### src/rtl/irq_entry_seq.sv
module irq_entry_seq #(
  parameter logic [15:0] RST_CS  = 16'hFFFF,
  parameter logic [15:0] RST_IP  = 16'h0000,
  parameter logic [15:0] RST_SP  = 16'h0100,
  parameter logic [15:0] STK_SEG = 16'h0800,
  parameter logic [7:0]  NMI_TYP = 8'd2,
  parameter int          IE_BIT  = 9
) (
  input  logic        clk,
  input  logic        rst_n,
  input  logic        step,
  input  logic [15:0] step_ip,
  input  logic [15:0] cpu_flags,
  input  logic        iret_req,
  input  logic        cli_cmd,
  input  logic        sti_cmd,
  input  logic        mreq,
  input  logic        nmi_req,
  input  logic        sw_req,
  input  logic [7:0]  sw_type,
  input  logic [7:0]  ack_data,
  input  logic [15:0] bus_rdata,
  input  logic        bus_rdy,
  output logic        busy,
  output logic        ack,
  output logic        ie,
  output logic [15:0] cs,
  output logic [15:0] ip,
  output logic [15:0] sp,
  output logic        bus_req,
  output logic        bus_we,
  output logic [19:0] bus_addr,
  output logic [15:0] bus_wdata,
  output logic [15:0] rest_flags,
  output logic        rest_valid
);

  typedef enum logic [3:0] {
    S_IDLE, S_ACK, S_PF, S_PC, S_PI, S_VO, S_VS, S_RI, S_RC, S_RF
  } st_t;

  st_t        st;
  logic [7:0] typ, sw_t;
  logic       nmi_p, sw_p;

  wire go       = (st == S_IDLE) && step;
  wire nmi_e    = nmi_p || nmi_req;
  wire sw_e     = sw_p || sw_req;
  wire [7:0] swt_e = sw_req ? sw_type : sw_t;
  wire take_ret = go && iret_req;
  wire take_nmi = go && !iret_req && nmi_e;
  wire take_sw  = go && !iret_req && !nmi_e && sw_e;
  wire take_m   = go && !iret_req && !nmi_e && !sw_e && mreq && ie;
  wire vec      = (st == S_VO) || (st == S_VS);

  assign busy    = (st != S_IDLE);
  assign ack     = (st == S_ACK);
  assign bus_req = busy && (st != S_ACK);
  assign bus_we  = (st == S_PF) || (st == S_PC) || (st == S_PI);

  wire [15:0] stk_off = bus_we ? sp - 16'd2 : sp;
  assign bus_addr = vec ? {10'd0, typ, (st == S_VS), 1'b0}
                        : ({STK_SEG, 4'h0} + {4'h0, stk_off});

  logic [15:0] fl_word;
  always_comb begin
    fl_word         = cpu_flags;
    fl_word[IE_BIT] = ie;
  end

  assign bus_wdata  = (st == S_PF) ? fl_word : (st == S_PC) ? cs : ip;
  assign rest_flags = bus_rdata;
  assign rest_valid = (st == S_RF) && bus_rdy;

  always_ff @(posedge clk or negedge rst_n) begin
    if (!rst_n) begin
      st <= S_IDLE; cs <= RST_CS; ip <= RST_IP; sp <= RST_SP;
      typ <= '0; sw_t <= '0; nmi_p <= 1'b0; sw_p <= 1'b0;
    end else begin
      if (nmi_req) nmi_p <= 1'b1;
      case (st)
        S_IDLE: if (step) begin
          ip <= step_ip;
          if (take_ret) st <= S_RI;
          else if (take_nmi) begin st <= S_PF; typ <= NMI_TYP; nmi_p <= 1'b0; end
          else if (take_sw) begin st <= S_PF; typ <= swt_e; sw_p <= 1'b0; end
          else if (take_m) st <= S_ACK;
          if (sw_req && !take_sw) begin sw_p <= 1'b1; sw_t <= sw_type; end
        end
        S_ACK: begin typ <= ack_data; st <= S_PF; end
        S_PF:  if (bus_rdy) begin sp <= sp - 16'd2; st <= S_PC; end
        S_PC:  if (bus_rdy) begin sp <= sp - 16'd2; st <= S_PI; end
        S_PI:  if (bus_rdy) begin sp <= sp - 16'd2; st <= S_VO; end
        S_VO:  if (bus_rdy) begin ip <= bus_rdata; st <= S_VS; end
        S_VS:  if (bus_rdy) begin cs <= bus_rdata; st <= S_IDLE; end
        S_RI:  if (bus_rdy) begin ip <= bus_rdata; sp <= sp + 16'd2; st <= S_RC; end
        S_RC:  if (bus_rdy) begin cs <= bus_rdata; sp <= sp + 16'd2; st <= S_RF; end
        S_RF:  if (bus_rdy) begin sp <= sp + 16'd2; st <= S_IDLE; end
        default: st <= S_IDLE;
      endcase
    end
  end

  always_ff @(posedge clk or negedge rst_n) begin
    if (!rst_n)                      ie <= 1'b0;
    else if (rest_valid)             ie <= bus_rdata[IE_BIT];
    else if (st == S_PF && bus_rdy)  ie <= 1'b0;
    else if (go && cli_cmd)          ie <= 1'b0;
    else if (go && sti_cmd)          ie <= 1'b1;
  end

endmodule


### config.mk
export PLATFORM = sky130hd
export DESIGN_NAME = irq_entry_seq
export DESIGN_NICKNAME = d
export VERILOG_FILES = /design/src/rtl/irq_entry_seq.sv
export SDC_FILE = /design/constraint.sdc
export NUM_CORES = 1
export LEC_CHECK = 0
export ABC_AREA = 1
export BUFFER_PORTS_ARGS = -buffer_cell sky130_fd_sc_hd__buf_4
export CELL_PAD_IN_SITES_DETAIL_PLACEMENT = 1
export CELL_PAD_IN_SITES_GLOBAL_PLACEMENT = 1
export CORE_MARGIN = 3
export CORE_UTILIZATION = 34
export DETAILED_ROUTE_END_ITERATION = 8
export PLACE_DENSITY = 0.77
export SLEW_MARGIN = 20
export SYNTH_ARGS = -nofsm -noshare
export SYNTH_HDL_FRONTEND = slang
export SYNTH_SLANG_ARGS = --single-unit
### constraint.sdc
create_clock -name clk -period 2.2 [get_ports clk]
set_clock_uncertainty 0.2 [all_clocks]
set_input_delay 0.44 -clock clk [delete_from_list [all_inputs] [get_ports clk]]
set_output_delay 0.44 -clock clk [all_outputs]
set_load 0.03 [all_outputs]
==> results.yml <==
run_status:
  status: "finished, violations left"
  violations: "negative setup slack"
clock_network:
  tritoncts: "done"
  root_buffer: "clkbuf_16"
  clock_sinks: 70
  clockBufferDepth: 2
  ctsHtreeMaxLevel: 3
  clkTransAtPathRegs_ps: 60
  numCtsBuffers: 9
  clk_latency_ps: 330
global_route:
  grt_max_degree: 38
  grt_pass1_vias: 6301
  grtUsageTotal_pct: 25.3
  grt-ovfl-total: 0
  grt_pass1_wl_mm: 32.5
  antenna_found_initial: 0
floorplanning:
  row_count: 43
  die_area_um2: 15900
  core_um2: 14000
  die_w_um: 126
  initial_core_util_pct: 35.0
  die_h_um: 126
  io_pins: 180
placement:
  dp_slack_ps: -41.1
  globalplace.congestion: 0.898
  port_buffers: 173
  dp_hpwl_mm: 14.0
drt:
  vias: 5889
  antenna_left: 0
  drt_iter0_drc: 267
  drc: 0
  drt-total-wl_mm: 21.2
  vias_per_cell: 5.16
  wl_per_cell_um: 18.6
  firstDrtPassIters: 5
cells_and_area:
  final_nets: 1032
  drive_gt1_share_pct: 45.1
  antenna_cells: 0
  fillCellCount: 1743
  area_growth_pct: 61.2
synthesis:
  synth_ff_type: "dfrtp_1"
  syn_area_per_cell_um2: 6.73
  synth_cells: 727
  yosysWarnings: 0
  synth_edf_count: 0
  syn_area_um2: 4900
  async_reset_ff_share_pct: 100
  synth_area_leaders: "dfrtp_1, nand2_1, dfstp_2, inv_1, o211ai_1"
  yosysSeqAreaShare_pct: 36.2
  yosys.cell_types.count: 33
  yosys-top-cells-count: "nand2_1, inv_1, nor2_1"
  synth_top_area_cell: "dfrtp_1"
  synth-seq-cells: 70
  netlist.area_leader.share_pct: 27.1
  yosysMostFrequentCell: "nand2_1"
pwr:
  p_int_mw: 7.33
  peakVddDrop_uv: 840
  sw_frac_of_total_pct: 50.5
  seqPwrFrac_pct: 17.2
  p_per_area_nw_per_um2: 1870
  combPwrFrac_pct: 71.0
  p_sw_mw: 7.47
  p_clk_share_pct: 11.8
  p_leak_nw: 3.85
critical_path:
  crit_fanout: 3
  critPathKind: "reg -> out"
  cp.arrival_ps: 1890
  worstPathRequired_ps: 1560
  critPathLaunchType: "flip-flop"
  critPathCaptureType: "output pin"
timing:
  finalWorstSetupSlack_ps: -334
  slew_viol_final: 0
  period_share_pct: 115
  fmaxAchievable_ghz: 0.395
  fin_crit_ps: 2530
  worstMarginPinSlew_ps: 528
  rsz0062_at_grt: "true"
  setup_viol: 34
  maxSlewHeadroom_pct: 64.8
  tns_ps: -6920
  hold_violations: 0
worst_hold_path:
  worstHoldPathType: "in -> reg"
run:
  max_cap_violations: 0
==> worst max-delay path, stage by stage (launching register included) <==
cell	delay, ps
dfrtp_2	450
nor2_2	160
inv_1	90
nor2_4	120
xor2_1	230
nor2_1	90
o21ai_2	240
buf_6	170
==> power by group through the flow <==
| stage | combinational [mW] | clock [mW] | sequential [mW] |
|---|---|---|---|
| 6_report | 10.5 | 1.74 | 2.55 |
| 5_1_grt | 11.3 | 1.82 | 2.63 |
| 4_1_cts | 9.88 | 1.75 | 2.50 |
| 3_5_place_dp | 8.57 | 0 | 2.46 |
| 3_3_place_gp | 8.32 | 0 | 2.44 |
| 2_1_floorplan | 4.67 | 0 | 3.13 |
==> state kept, by name, indices dropped and copies added (netlist names) <==
register	count
st	4
nmi_p	1
ip	16
sp	15
sw_t	8
ie	1
cs	16
sw_p	1
typ	8
==> cell usage in the layout (no fill, tap or decap), types with 22 or more instances in the layout <==
| cell | n |
|---|---|
| a21oi_1 | 22 |
| buf_4 | 226 |
| buf_6 | 29 |
| dfrtp_1 | 40 |
| inv_1 | 70 |
| nand2_1 | 197 |
| nand2_2 | 38 |
| nand3_1 | 27 |
| nor2_1 | 36 |
| o211ai_1 | 39 |
| o21ai_0 | 43 |
| o21ai_1 | 25 |
==> per-layer routing <==
layer	GRT usage, %	vias to the layer above	share of wire [%]
li1	-	2760	-
met1	29.7	2880	39
met2	46.2	213	52
met3	5.98	36	6.2
met4	6.81	0	2.0
met5	0	-	0
==> per-stage QoR <==
stage | power [mW] | hold slack, ps | area, um^2 | util, % | std cells
floorplan | 7.80 | -55.6 | 5020 | - | 731
global placement | 10.8 | 237 | 6610 | 47.3 | 1078
detailed placement | 11.0 | 243 | 6610 | 47.3 | 1078
CTS | 14.1 | 144 | 7600 | 54.4 | 1130
global route | 15.7 | 151 | 7890 | 56.4 | 1141
finish | 14.8 | 151 | 7890 | 56.4 | 1141
==> cell families (layout without fill, tap and decap cells) <==
family,count (synthesis),count (layout),synth area share (%)
other,1,5,0.0766
adders and majority gates,2,2,0.511
and+or+nand+nor,358,359,30.6
xor gates and xnor gates,9,9,1.61
DFF,70,70,36.2
buffers and inverters,140,369,13.6
AOI/OAI and AO/OA,147,147,17.4
==> area by class of cell <==
class / instances / area (um^2) / area share, %
Clock buffer: 11 / 243 / 3.08
Clock inverter: 5 / 106 / 1.35
Inverter: 86 / 355 / 4.50
Multi-Input combinational cell: 522 / 2900 / 36.8
Sequential cell: 70 / 1790 / 22.7
Tap cell: 180 / 225 / 2.85
Timing Repair Buffer: 267 / 2270 / 28.8
==> worst paths after layout <==
| check | startpoint | endpoint | cells after the start | slack [ps] |
|---|---|---|---|---|
| max | sp[4] | bus_addr[6] | 7 | -330 |
| min | bus_rdata[11] | cs[11] | 3 | 150 |
| max reg2reg | sp[8] | sp[15] | 17 | -280 |
| min reg2reg | cs[11] | cs[11] | 2 | 290 |
| max in group asynchronous | rst_n | cs[0] | 3 | 700 |
| min in group asynchronous | rst_n | typ[0] | 2 | 420 |
==> repair_timing <==
action                     4_1_cts  5_1_grt
hold buffers                     1        0
setup buffers                   31       13
pin swaps                       30       32
setup endpoints to repair       33       50
resized for setup               94       60
gates cloned                     4        0
hold endpoints to repair        27        0
(Power assumes the default switching activity.)
